$ cat src/rtl/framer_pkg.sv
package framer_pkg;

    typedef enum logic [2:0] {
        FR_IDLE = 3'd0,
        FR_STF  = 3'd1,
        FR_CEF  = 3'd2,
        FR_PAY  = 3'd3,
        FR_TRN  = 3'd4,
        FR_DONE = 3'd5
    } fr_state_e;

    localparam int NUM_WAVES = 3;

    // sign-pattern masks of the generated fields (index 0 short, 1 estimation, 2 training)
    function automatic logic [15:0] wave_mask(input int sel);
        case (sel)
            0:       return 16'h0013;
            1:       return 16'h000D;
            default: return 16'h001A;
        endcase
    endfunction

endpackage

$ cat src/rtl/framer_wave_rom.sv
module framer_wave_rom #(
    parameter int          SW    = 16,
    parameter int          DEPTH = 32,
    parameter int          AMP   = 8192,
    parameter logic [15:0] MASK  = 16'h0013,
    localparam int         IW    = $clog2(DEPTH)
) (
    input  logic [IW-1:0] idx,
    output logic [SW-1:0] sample
);
    localparam logic [SW-1:0] POS = SW'(AMP);
    localparam logic [SW-1:0] NEG = SW'(-AMP);

    logic [SW-1:0] table_q [DEPTH];

    for (genvar g = 0; g < DEPTH; g++) begin : g_entry
        localparam logic [15:0] GI = 16'(g);
        assign table_q[g] = (^(GI & MASK)) ? NEG : POS;
    end

    assign sample = table_q[idx];
endmodule

$ cat src/rtl/framer_seq.sv
module framer_seq
    import framer_pkg::*;
#(
    parameter int LW = 12,
    parameter int CW = 4,
    parameter int AW = 6
) (
    input  logic          clk,
    input  logic          rst_n,
    input  logic          start,
    input  logic [LW-1:0] cfg_stf_len,
    input  logic [LW-1:0] cfg_cef_len,
    input  logic [LW-1:0] cfg_pay_len,
    input  logic [LW-1:0] cfg_trn_len,
    input  logic [CW-1:0] cfg_trn_cnt,
    input  logic [AW-1:0] cfg_data_awv,
    input  logic          pay_valid,
    input  logic          pay_last,
    output fr_state_e     state,
    output logic [LW-1:0] cnt,
    output logic [CW-1:0] fld,
    output logic [AW-1:0] data_awv
);
    typedef struct packed {
        logic [LW-1:0] stf_len;
        logic [LW-1:0] cef_len;
        logic [LW-1:0] pay_len;
        logic [LW-1:0] trn_len;
        logic [CW-1:0] trn_cnt;
        logic [AW-1:0] awv;
    } cfg_t;

    cfg_t          cfg_q;
    fr_state_e     state_d;
    logic [LW-1:0] cnt_d;
    logic [CW-1:0] fld_d;
    logic [LW-1:0] cur_len;
    logic          cnt_end;
    logic          fld_end;

    // configuration follows the inputs while idle and freezes once a frame starts
    always_ff @(posedge clk or negedge rst_n) begin
        if (!rst_n)                cfg_q <= '0;
        else if (state == FR_IDLE) cfg_q <= '{cfg_stf_len, cfg_cef_len, cfg_pay_len,
                                              cfg_trn_len, cfg_trn_cnt, cfg_data_awv};
    end

    always_comb begin
        unique case (state)
            FR_STF:  cur_len = cfg_q.stf_len;
            FR_CEF:  cur_len = cfg_q.cef_len;
            FR_PAY:  cur_len = cfg_q.pay_len;
            FR_TRN:  cur_len = cfg_q.trn_len;
            default: cur_len = '0;
        endcase
    end

    // a length of zero ends after one sample, like a length of one
    assign cnt_end = ({1'b0, cnt} + 1'b1) >= {1'b0, cur_len};
    assign fld_end = ({1'b0, fld} + 1'b1) >= {1'b0, cfg_q.trn_cnt};

    always_comb begin
        state_d = state;
        cnt_d   = cnt;
        fld_d   = fld;
        unique case (state)
            FR_IDLE: begin
                if (start) begin
                    state_d = FR_STF;
                    cnt_d   = '0;
                end
            end
            FR_STF: begin
                cnt_d = cnt_end ? '0 : cnt + 1'b1;
                if (cnt_end) state_d = FR_CEF;
            end
            FR_CEF: begin
                cnt_d = cnt_end ? '0 : cnt + 1'b1;
                if (cnt_end) state_d = FR_PAY;
            end
            FR_PAY: begin
                if (pay_valid) begin
                    if (cnt_end || pay_last) begin
                        cnt_d   = '0;
                        fld_d   = '0;
                        state_d = (cfg_q.trn_cnt == '0) ? FR_DONE : FR_TRN;
                    end else begin
                        cnt_d = cnt + 1'b1;
                    end
                end
            end
            FR_TRN: begin
                if (cnt_end) begin
                    cnt_d = '0;
                    if (fld_end) state_d = FR_DONE;
                    else         fld_d   = fld + 1'b1;
                end else begin
                    cnt_d = cnt + 1'b1;
                end
            end
            FR_DONE: state_d = FR_IDLE;
            default: state_d = FR_IDLE;
        endcase
    end

    always_ff @(posedge clk or negedge rst_n) begin
        if (!rst_n) begin
            state <= FR_IDLE;
            cnt   <= '0;
            fld   <= '0;
        end else begin
            state <= state_d;
            cnt   <= cnt_d;
            fld   <= fld_d;
        end
    end

    assign data_awv = cfg_q.awv;
endmodule

$ cat src/rtl/framer_awv.sv
module framer_awv #(
    parameter int AW = 6,
    parameter int CW = 4
) (
    input  logic          in_trn,
    input  logic [CW-1:0] fld,
    input  logic [AW-1:0] base,
    output logic [AW-1:0] awv
);
    // training field k steers to base+1+k; the sum wraps modulo 2^AW
    always_comb begin
        if (in_trn) awv = base + AW'(fld) + AW'(1);
        else        awv = base;
    end
endmodule

$ cat src/rtl/mmw_tx_framer.sv
module mmw_tx_framer
    import framer_pkg::*;
#(
    parameter int SW    = 16,
    parameter int LW    = 12,
    parameter int CW    = 4,
    parameter int AW    = 6,
    parameter int DEPTH = 32,
    parameter int AMP   = 8192,
    localparam int IW   = $clog2(DEPTH)
) (
    input  logic          clk,
    input  logic          rst_n,
    input  logic          start,
    input  logic [LW-1:0] cfg_stf_len,
    input  logic [LW-1:0] cfg_cef_len,
    input  logic [LW-1:0] cfg_pay_len,
    input  logic [LW-1:0] cfg_trn_len,
    input  logic [CW-1:0] cfg_trn_cnt,
    input  logic [AW-1:0] cfg_data_awv,
    input  logic          pay_valid,
    input  logic [SW-1:0] pay_data,
    input  logic          pay_last,
    output logic          pay_ready,
    output logic          out_valid,
    output logic [SW-1:0] out_data,
    output logic [2:0]    out_field,
    output logic [AW-1:0] awv_idx
);
    fr_state_e     state;
    logic [LW-1:0] cnt;
    logic [CW-1:0] fld;
    logic [AW-1:0] data_awv;
    logic [SW-1:0] wave [NUM_WAVES];

    framer_seq #(.LW(LW), .CW(CW), .AW(AW)) u_seq (
        .clk          (clk),
        .rst_n        (rst_n),
        .start        (start),
        .cfg_stf_len  (cfg_stf_len),
        .cfg_cef_len  (cfg_cef_len),
        .cfg_pay_len  (cfg_pay_len),
        .cfg_trn_len  (cfg_trn_len),
        .cfg_trn_cnt  (cfg_trn_cnt),
        .cfg_data_awv (cfg_data_awv),
        .pay_valid    (pay_valid),
        .pay_last     (pay_last),
        .state        (state),
        .cnt          (cnt),
        .fld          (fld),
        .data_awv     (data_awv)
    );

    for (genvar w = 0; w < NUM_WAVES; w++) begin : g_wave
        framer_wave_rom #(
            .SW(SW), .DEPTH(DEPTH), .AMP(AMP), .MASK(wave_mask(w))
        ) u_rom (
            .idx    (cnt[IW-1:0]),
            .sample (wave[w])
        );
    end

    framer_awv #(.AW(AW), .CW(CW)) u_awv (
        .in_trn (state == FR_TRN),
        .fld    (fld),
        .base   (data_awv),
        .awv    (awv_idx)
    );

    always_comb begin
        out_valid = 1'b0;
        out_data  = '0;
        pay_ready = 1'b0;
        unique case (state)
            FR_STF: begin
                out_valid = 1'b1;
                out_data  = wave[0];
            end
            FR_CEF: begin
                out_valid = 1'b1;
                out_data  = wave[1];
            end
            FR_PAY: begin
                pay_ready = 1'b1;
                out_valid = pay_valid;
                out_data  = pay_data;
            end
            FR_TRN: begin
                out_valid = 1'b1;
                out_data  = wave[2];
            end
            FR_IDLE, FR_DONE: ;
            default: ;
        endcase
        out_field = state;
    end
endmodule

$ cat config.mk
export PLATFORM = sky130hd
export DESIGN_NAME = mmw_tx_framer
export DESIGN_NICKNAME = d
export VERILOG_FILES = /design/src/rtl/framer_pkg.sv /design/src/rtl/framer_wave_rom.sv /design/src/rtl/framer_seq.sv /design/src/rtl/framer_awv.sv /design/src/rtl/mmw_tx_framer.sv
export SDC_FILE = /design/constraint.sdc
export NUM_CORES = 1
export LEC_CHECK = 0
export BUFFER_PORTS_ARGS = -buffer_cell sky130_fd_sc_hd__buf_2
export CAP_MARGIN = 20
export CORE_MARGIN = 2
export CORE_UTILIZATION = 40
export DETAILED_ROUTE_END_ITERATION = 7
export PLACE_DENSITY_LB_ADDON = 0.08
export SLEW_MARGIN = 15
export SYNTH_ARGS = -nofsm -noshare
export SYNTH_HDL_FRONTEND = slang
export SYNTH_SLANG_ARGS = --single-unit
export TNS_END_PERCENT = 5
$ cat constraint.sdc
create_clock -name clk -period 5.7 [get_ports clk]
set_input_delay 0.57 -clock clk [delete_from_list [all_inputs] [get_ports clk]]
set_output_delay 0.57 -clock clk [all_outputs]
set_load 0.005 [all_outputs]
==> flow_summary.ini, run 1 <==
[outcome]
outcome = finished clean

[critical_path]
cp_cell_sequence = inv_1 -> nor3_2 -> a221oi_1 -> ha_1 -> and4b_1 -> o311a_1 -> a211oi_1 -> o211a_1 -> o21ai_0 -> a31oi_1
end_kind = flip-flop
slowest_delay_ns = 0.86
r2r_slack_ns = 1.63
path_max_fanout = 15
crit_required_ns = 5.98
cp_slowest_cell = nor3_2
crit_arrival_ns = 4.35
path_class = reg2reg
startpoint_type = flip-flop

[yosys]
synth_cells = 494
yosys.cell_types.count = 48
synth_top_area_share_pct = 44.6
syn-cell-area_um2 = 4320
ys_async_sr_fraction_pct = 100
yosysWarnings = 0
ys.flop_type = dfrtp_1
synth-edff-count = 0
synth_area_leaders = dfrtp_1 (45%), nand2_1 (16%), ha_1 (6.4%)
synth-seq-cells = 77
syn-num-nets = 596
seq_area_frac_synth_pct = 44.6
postSynthAreaPerCell_um2 = 8.75
synth_top_area_cell = dfrtp_1

[sta]
worst_pin_slew_ns = 1.04
hold_ws_ns = 0.0821
fin_crit_ns = 4.07
max_freq_mhz = 246
setup_violations = 0
slew_headroom_pct = 30.2
setup_tns_ns = 0
rsz0062_at_grt = no
worst_clock_skew_ns = 0.00869
hold_viol_final = 0
slew_viol_final = 0
fin_crit_sh_pct = 71.4

[finish]
final_area_um2 = 5190
area_delta_synth_final_pct = 20.1
fin_nets = 694
layout-drive-gt1-share_pct = 23.6
n_antenna_cell = 0

[drt]
num_vias = 3713
drtPass1Iterations = 6
wl_per_cell_um = 15.1
initialDrtViolationCount = 162
viasPerCell = 5.07
wl_mm = 11.0
drc_errors = 0
final_antenna_net_count = 0

[clock_network]
postCtsHoldBufs = 0
cts_max_path_buffers = 2
numCtsBuffers = 9
clkSinkCount = 77
cts_tree = built
cts_root_buffer = clkbuf_8
h-tree-depth = 3
postCtsSetupBuffers = 0
worst_skew_pair.late_latency_ns = 0.35
cts_resized = 0
path_clk_slew_ns = 0.08

[pwr]
power_density_nw_per_um2 = 552
ir_worst_vdd_mv = 0.226
leakage_nw = 2.76

[global_route]
grt_pass1_wl_mm = 18.1
grt_antenna_before_repair = 0
gr-total-overflow = 0
grt_max_degree = 78
grt_pass1_vias = 3705
grt_usage_pct = 19.9

[floorplan]
rows = 37
die_w_um = 108
start_util_pct = 41.5
core_area_um2 = 10400
fp.dieH_um = 108
dieArea_um2 = 11600
ios = 106

[placement]
port-buffer-count = 105
gp_congestion = 0.847
dp_hpwl_mm = 7.83
placed_area_um2 = 4970

[hold_path]
min_path_type = in2async

[flow_run]
drv_cap = 0
-- placed cells by master, fill, tap and decap left out, drive strengths merged, types with 2 or more instances in the layout --
| master | synthesis | routed |
|---|---|---|
| ha | 22 | 22 |
| a21o | 3 | 3 |
| nand2b | 2 | 2 |
| and2 | 15 | 15 |
| or2 | 2 | 2 |
| a22oi | 3 | 3 |
| nor2b | 4 | 4 |
| a21oi | 13 | 13 |
| o21ai | 18 | 18 |
| xor2 | 8 | 8 |
| clkinv | 0 | 2 |
| a211oi | 2 | 2 |
| inv | 12 | 12 |
| a221oi | 11 | 11 |
| xnor2 | 13 | 13 |
| nand2 | 186 | 186 |
| a31oi | 4 | 4 |
| nand3 | 10 | 10 |
| and3 | 6 | 6 |
| buf | 7 | 112 |
| dfrtp | 77 | 77 |
| nor3 | 6 | 6 |
| clkbuf | 18 | 12 |
| a311oi | 2 | 2 |
| nand4 | 2 | 2 |
| mux2 | 2 | 2 |
| nor2 | 8 | 8 |
| a22o | 20 | 20 |
| o221ai | 2 | 2 |
| mux2i | 4 | 4 |
-- cells in the mapped netlist, types with 2 or more instances --
master	n
a22o_1	20
o21ai_0	16
a311oi_2	2
a211oi_1	2
a21o_1	3
a221oi_1	11
a31oi_1	3
ha_1	22
nand2b_1	2
mux2_2	2
nor2b_1	4
a21oi_1	13
mux2i_1	4
xor2_1	8
nand4_1	2
and3_1	6
dfrtp_1	77
clkbuf_1	18
nor3_1	4
nor3_2	2
and2_1	15
xnor2_1	13
nor2_1	8
nand2_1	186
inv_1	12
a22oi_1	3
or2_2	2
nand3_1	9
buf_2	6
-- layer usage --
metal | track usage [%] | routed length (um)
met1 | 27.2 | 5320
met2 | 32.1 | 5040
met3 | 2.85 | 486
met4 | 7.88 | 195
met5 | 0 | 0
-- registers in the layout, summed over array words and instances (netlist names) --
name and flops:
u_seq.data_awv 6, u_seq.cfg_q 52, u_seq.fld 4, u_seq.state 3, u_seq.cnt 12
-- worst paths after layout --
check	from	endpoint	cells after the start
setup / recovery	u_seq.state[0]	u_seq.cnt[7]	10
hold / removal	rst_n	u_seq.cfg_q[50]	1
max in group asynchronous	rst_n	u_seq.cfg_q[31]	2
setup reg to reg	u_seq.state[0]	u_seq.cnt[7]	10
hold reg to reg	u_seq.cfg_q[55]	u_seq.cfg_q[55]	2
min in group clk	cfg_stf_len[4]	u_seq.cfg_q[50]	3
-- critical path, delay by kind of cell (launching register included) --
| family | cells | cell delay (ns) |
|---|---|---|
| AOI/OAI and AO/OA | 6 | 1.75 |
| adders and majority gates | 1 | 0.35 |
| buffers and inverters | 1 | 0.18 |
| DFF | 1 | 0.64 |
| and+or+nand+nor | 2 | 1.05 |
-- final cells by class --
class	count	area (um2)
Multi-Input combinational cell	380	2250
Clock inverter	4	47.5
Sequential cell	77	1930
Inverter	12	45.0
Tap cell	136	170
Fill cell	1029	5230
Clock buffer	12	145
Timing Repair Buffer	112	601
-- metrics by stage --
step | std cells | worst slack (ns) | total power (W) | util (%)
after floorplan | 494 | 2.33 | 0.00205 | -
after global placement | 716 | 1.88 | 0.00243 | 47.7
after detailed placement | 716 | 1.67 | 0.00247 | 47.7
after CTS | 732 | 1.65 | 0.00289 | 49.6
after global routing | 733 | 1.27 | 0.00316 | 49.8
final | 733 | 1.63 | 0.00286 | 49.8
-- report_power, final --
| part | total [W] | switching (W) | internal (W) | leakage [nW] |
|---|---|---|---|---|
| Clock | 0.000414 | 0.000201 | 0.000213 | 0.0964 |
| Combinational | 0.00145 | 0.000846 | 0.000608 | 1.70 |
| Sequential | 0.000997 | 0.000209 | 0.000788 | 0.967 |
-- logic make-up after synthesis --
| group | Yosys count | share of synthesized area [%] |
|---|---|---|
| AO/OA/AOI/OAI | 86 | 15.2 |
| XOR/XNOR | 21 | 4.26 |
| adder cells (fa/ha/maj) | 23 | 6.83 |
| buffers and inverters | 37 | 3.48 |
| flip-flops | 77 | 44.6 |
| multiplexers | 6 | 1.45 |
| AND/OR/NAND/NOR | 244 | 24.2 |
No activity file was read; power rests on OpenSTA's default activity.
==> run 2, diff against run 1 <==
ABC_AREA = 1   (was not set)
clock period = 3.9 ns   (was 5.7 ns; I/O delays follow)
==> flow_summary.ini, run 2 <==
[finish]
n_antenna_cell = 0
fillers = 1099
layout-drive-gt1-share_pct = 20.8
layout_commonest_cell = nand2_1
regArea_um2 = 1930
area_delta_synth_final_pct = 19.4
multiInputGateArea_um2 = 2190
regMostFlops = u_seq.cfg_q
fin_nets = 784
largest_reg_flops = 52
final_cell_mix = nand2_1 (254), buf_2 (104), dfrtp_1 (77), inv_1 (48), nor2_1 (38)

[yosys]
synth_top_area_cell = dfrtp_1
synthXorXnorAreaFrac_pct = 3.56
postSynthAreaPerCell_um2 = 7.61
seq_area_frac_synth_pct = 43.6
synth_compound_area_share_pct = 7.95
synth_top_area_share_pct = 43.6
yosys.cell_types.count = 36
ys_async_sr_fraction_pct = 100
yosysWarnings = 0
synth-edff-count = 0
ys.flop_type = dfrtp_1
syn-num-nets = 683
yosysMostFrequentCell = nand2_1
muxShareOfSynthArea_pct = 0
synth-simple-area-share_pct = 31.4
yosys-top-cells-count = nand2_1 (254), dfrtp_1 (77), inv_1 (48)
synthAdderAreaFrac_pct = 6.67
synth_top_family_by_area = simple AND/OR/NAND/NOR gates
synth_cells = 581
syn-cell-area_um2 = 4420
synth-seq-cells = 77
synth_area_leaders = dfrtp_1 (44%), nand2_1 (22%), ha_1 (6.2%)

[critical_path]
r2r_cells = 15
cp_num_buf_inv = 2
crit_arrival_ns = 3.46
path_delay_family = simple AND/OR/NAND/NOR gates
end_kind = flip-flop
cp_slowest_cell = nor2_2
path_max_fanout = 14
timing.rr.end = u_seq.cnt[0]
crit_path_end = u_seq.cnt[0]
crit_cells = 15
r2r_slack_ns = 0.73
path_class = reg2reg
slowest_delay_ns = 0.53
cp_cell_sequence = nor2_2 -> inv_2 -> nor2_2 -> a22o_1 -> a221oi_1 -> ha_1 -> a21oi_1 -> nand2_1 -> nor2_1 -> nor2_1 -> nor2_1 -> nand3_1 -> inv_2 -> nand2_1 -> o21ai_0
crit_required_ns = 4.19
crit_top_cell = nor2_1
crit_start = u_seq.state[0]
startpoint_type = flip-flop
worstReg2RegStart = u_seq.state[0]

[clock_network]
clkSinkCount = 77
path_clk_slew_ns = 0.08
cts_max_path_buffers = 2
cts_tree = built
cts_root_buffer = clkbuf_8
cts_resized = 0
worst_skew_pair.late_latency_ns = 0.36
numCtsBuffers = 9
h-tree-depth = 3

[sta]
setup_violations = 0
fin_crit_sh_pct = 81.4
fin_crit_ns = 3.17
max_freq_mhz = 315
slew_viol_final = 0
worst_clock_skew_ns = 0.00819
worst_slack_ns = 0.727
setup_tns_ns = 0
rsz0062_at_grt = no
hold_viol_final = 0
slew_headroom_pct = 54.3
worst_pin_slew_ns = 0.684

[drt]
drtPass1Iterations = 4
drc_errors = 0
viasPerCell = 4.79
num_vias = 3961
wl_mm = 11.2
initialDrtViolationCount = 146
final_antenna_net_count = 0
wl_per_cell_um = 13.5

[placement]
port-buffer-count = 105
dp_hpwl_mm = 8.25
dp_worst_setup_slack_ns = 0.730
gp_congestion = 0.844

[pwr]
power_density_nw_per_um2 = 735
ir_worst_vdd_mv = 0.363
leakage_nw = 3.00

[floorplan]
core_area_um2 = 10800
start_util_pct = 41.0
ios = 106
rows = 38
fp.dieH_um = 109
dieArea_um2 = 11900
die_w_um = 109

[global_route]
grt_pass1_wl_mm = 18.5
gr-total-overflow = 0
grt_antenna_before_repair = 0
grt_usage_pct = 20.5
grt_pass1_vias = 3875
grt_max_degree = 78

[outcome]
outcome = finished clean

[hold_path]
min_path_type = in2reg

[flow_run]
drv_cap = 0
[run 2: changes by cell type after synthesis, moves of 6 or more]
cell and change:
and2_1 -15, nand3_1 +23, nor2_1 +30, inv_1 +36, a22o_1 -9, a21oi_1 -7, and3_1 -6, nand2_1 +68
[run 2: final cells by class]
cell class                 count  area share [%]
inverter                      54            3.93
tap                          140            3.32
multi-input combinational    429            41.5
clock inverter                 5            1.16
sequential                    77            36.5
timing repair buffer         111            11.1
clock buffer                  11            2.49
[run 2: power by group]
group	switching (W)	internal (W)	leakage [nW]
combinational	0.00121	0.000697	1.94
sequential	0.000234	0.00113	0.972
clock	0.000312	0.000297	0.0858
[run 2: what timing repair did]
item / in CTS / in global routing
hold buffers: 0 / 1
buffers inserted: 0 / 0
endpoints found under the hold margin: 0 / 8
[run 2: per-stage QoR]
stage | instance area [um2] | instances | utilization [%] | hold WS, ns | power [W]
finish | 5280 | 827 | 48.9 | 0.219 | 0.00388
global route | 5280 | 827 | 48.9 | 0.213 | 0.00428
global placement | 5060 | 809 | 46.9 | 0.457 | 0.00326
CTS | 5250 | 825 | 48.7 | 0.204 | 0.00393
detailed placement | 5060 | 809 | 46.9 | 0.459 | 0.00331
floorplan | 4420 | 581 | - | 0.0944 | 0.00275
[run 2: layer usage]
| layer | up-vias | part of all wire [%] | global-route usage (%) |
|---|---|---|---|
| li1 | 2038 | - | - |
| met1 | 1839 | 50 | 28.2 |
| met2 | 72 | 45 | 31.7 |
| met3 | 12 | 3.5 | 4.24 |
| met4 | 0 | 1.5 | 7.59 |
| met5 | - | 0 | 0 |
[run 2: worst min-delay path by stage]
stage | from | to | slack, ns | depth (start not counted)
floorplan | rst_n | u_seq.cfg_q[10] | 0.09 | 0
CTS | cfg_pay_len[9] | u_seq.cfg_q[31] | 0.20 | 3
finish | cfg_pay_len[9] | u_seq.cfg_q[31] | 0.22 | 3
detailed placement | u_seq.cfg_q[39] | u_seq.cfg_q[39] | 0.46 | 2
global placement | u_seq.cfg_q[39] | u_seq.cfg_q[39] | 0.46 | 2
global route | cfg_trn_len[2] | u_seq.cfg_q[12] | 0.21 | 3
[run 2: tightest hold or removal path: cells and delay by family]
| family | cells | cell delay [ns] |
|---|---|---|
| buf+inv | 1 | 0.07 |
| simple gates | 2 | 0.09 |
[run 2: cell families (layout without fill, tap and decap cells)]
logic type,after synthesis,count (layout)
buffers and inverters,75,181
flip-flops,77,77
adder cells (fa/ha/maj),23,23
AND/OR/NAND/NOR,340,340
XOR/XNOR,18,18
AO/OA/AOI/OAI,48,48
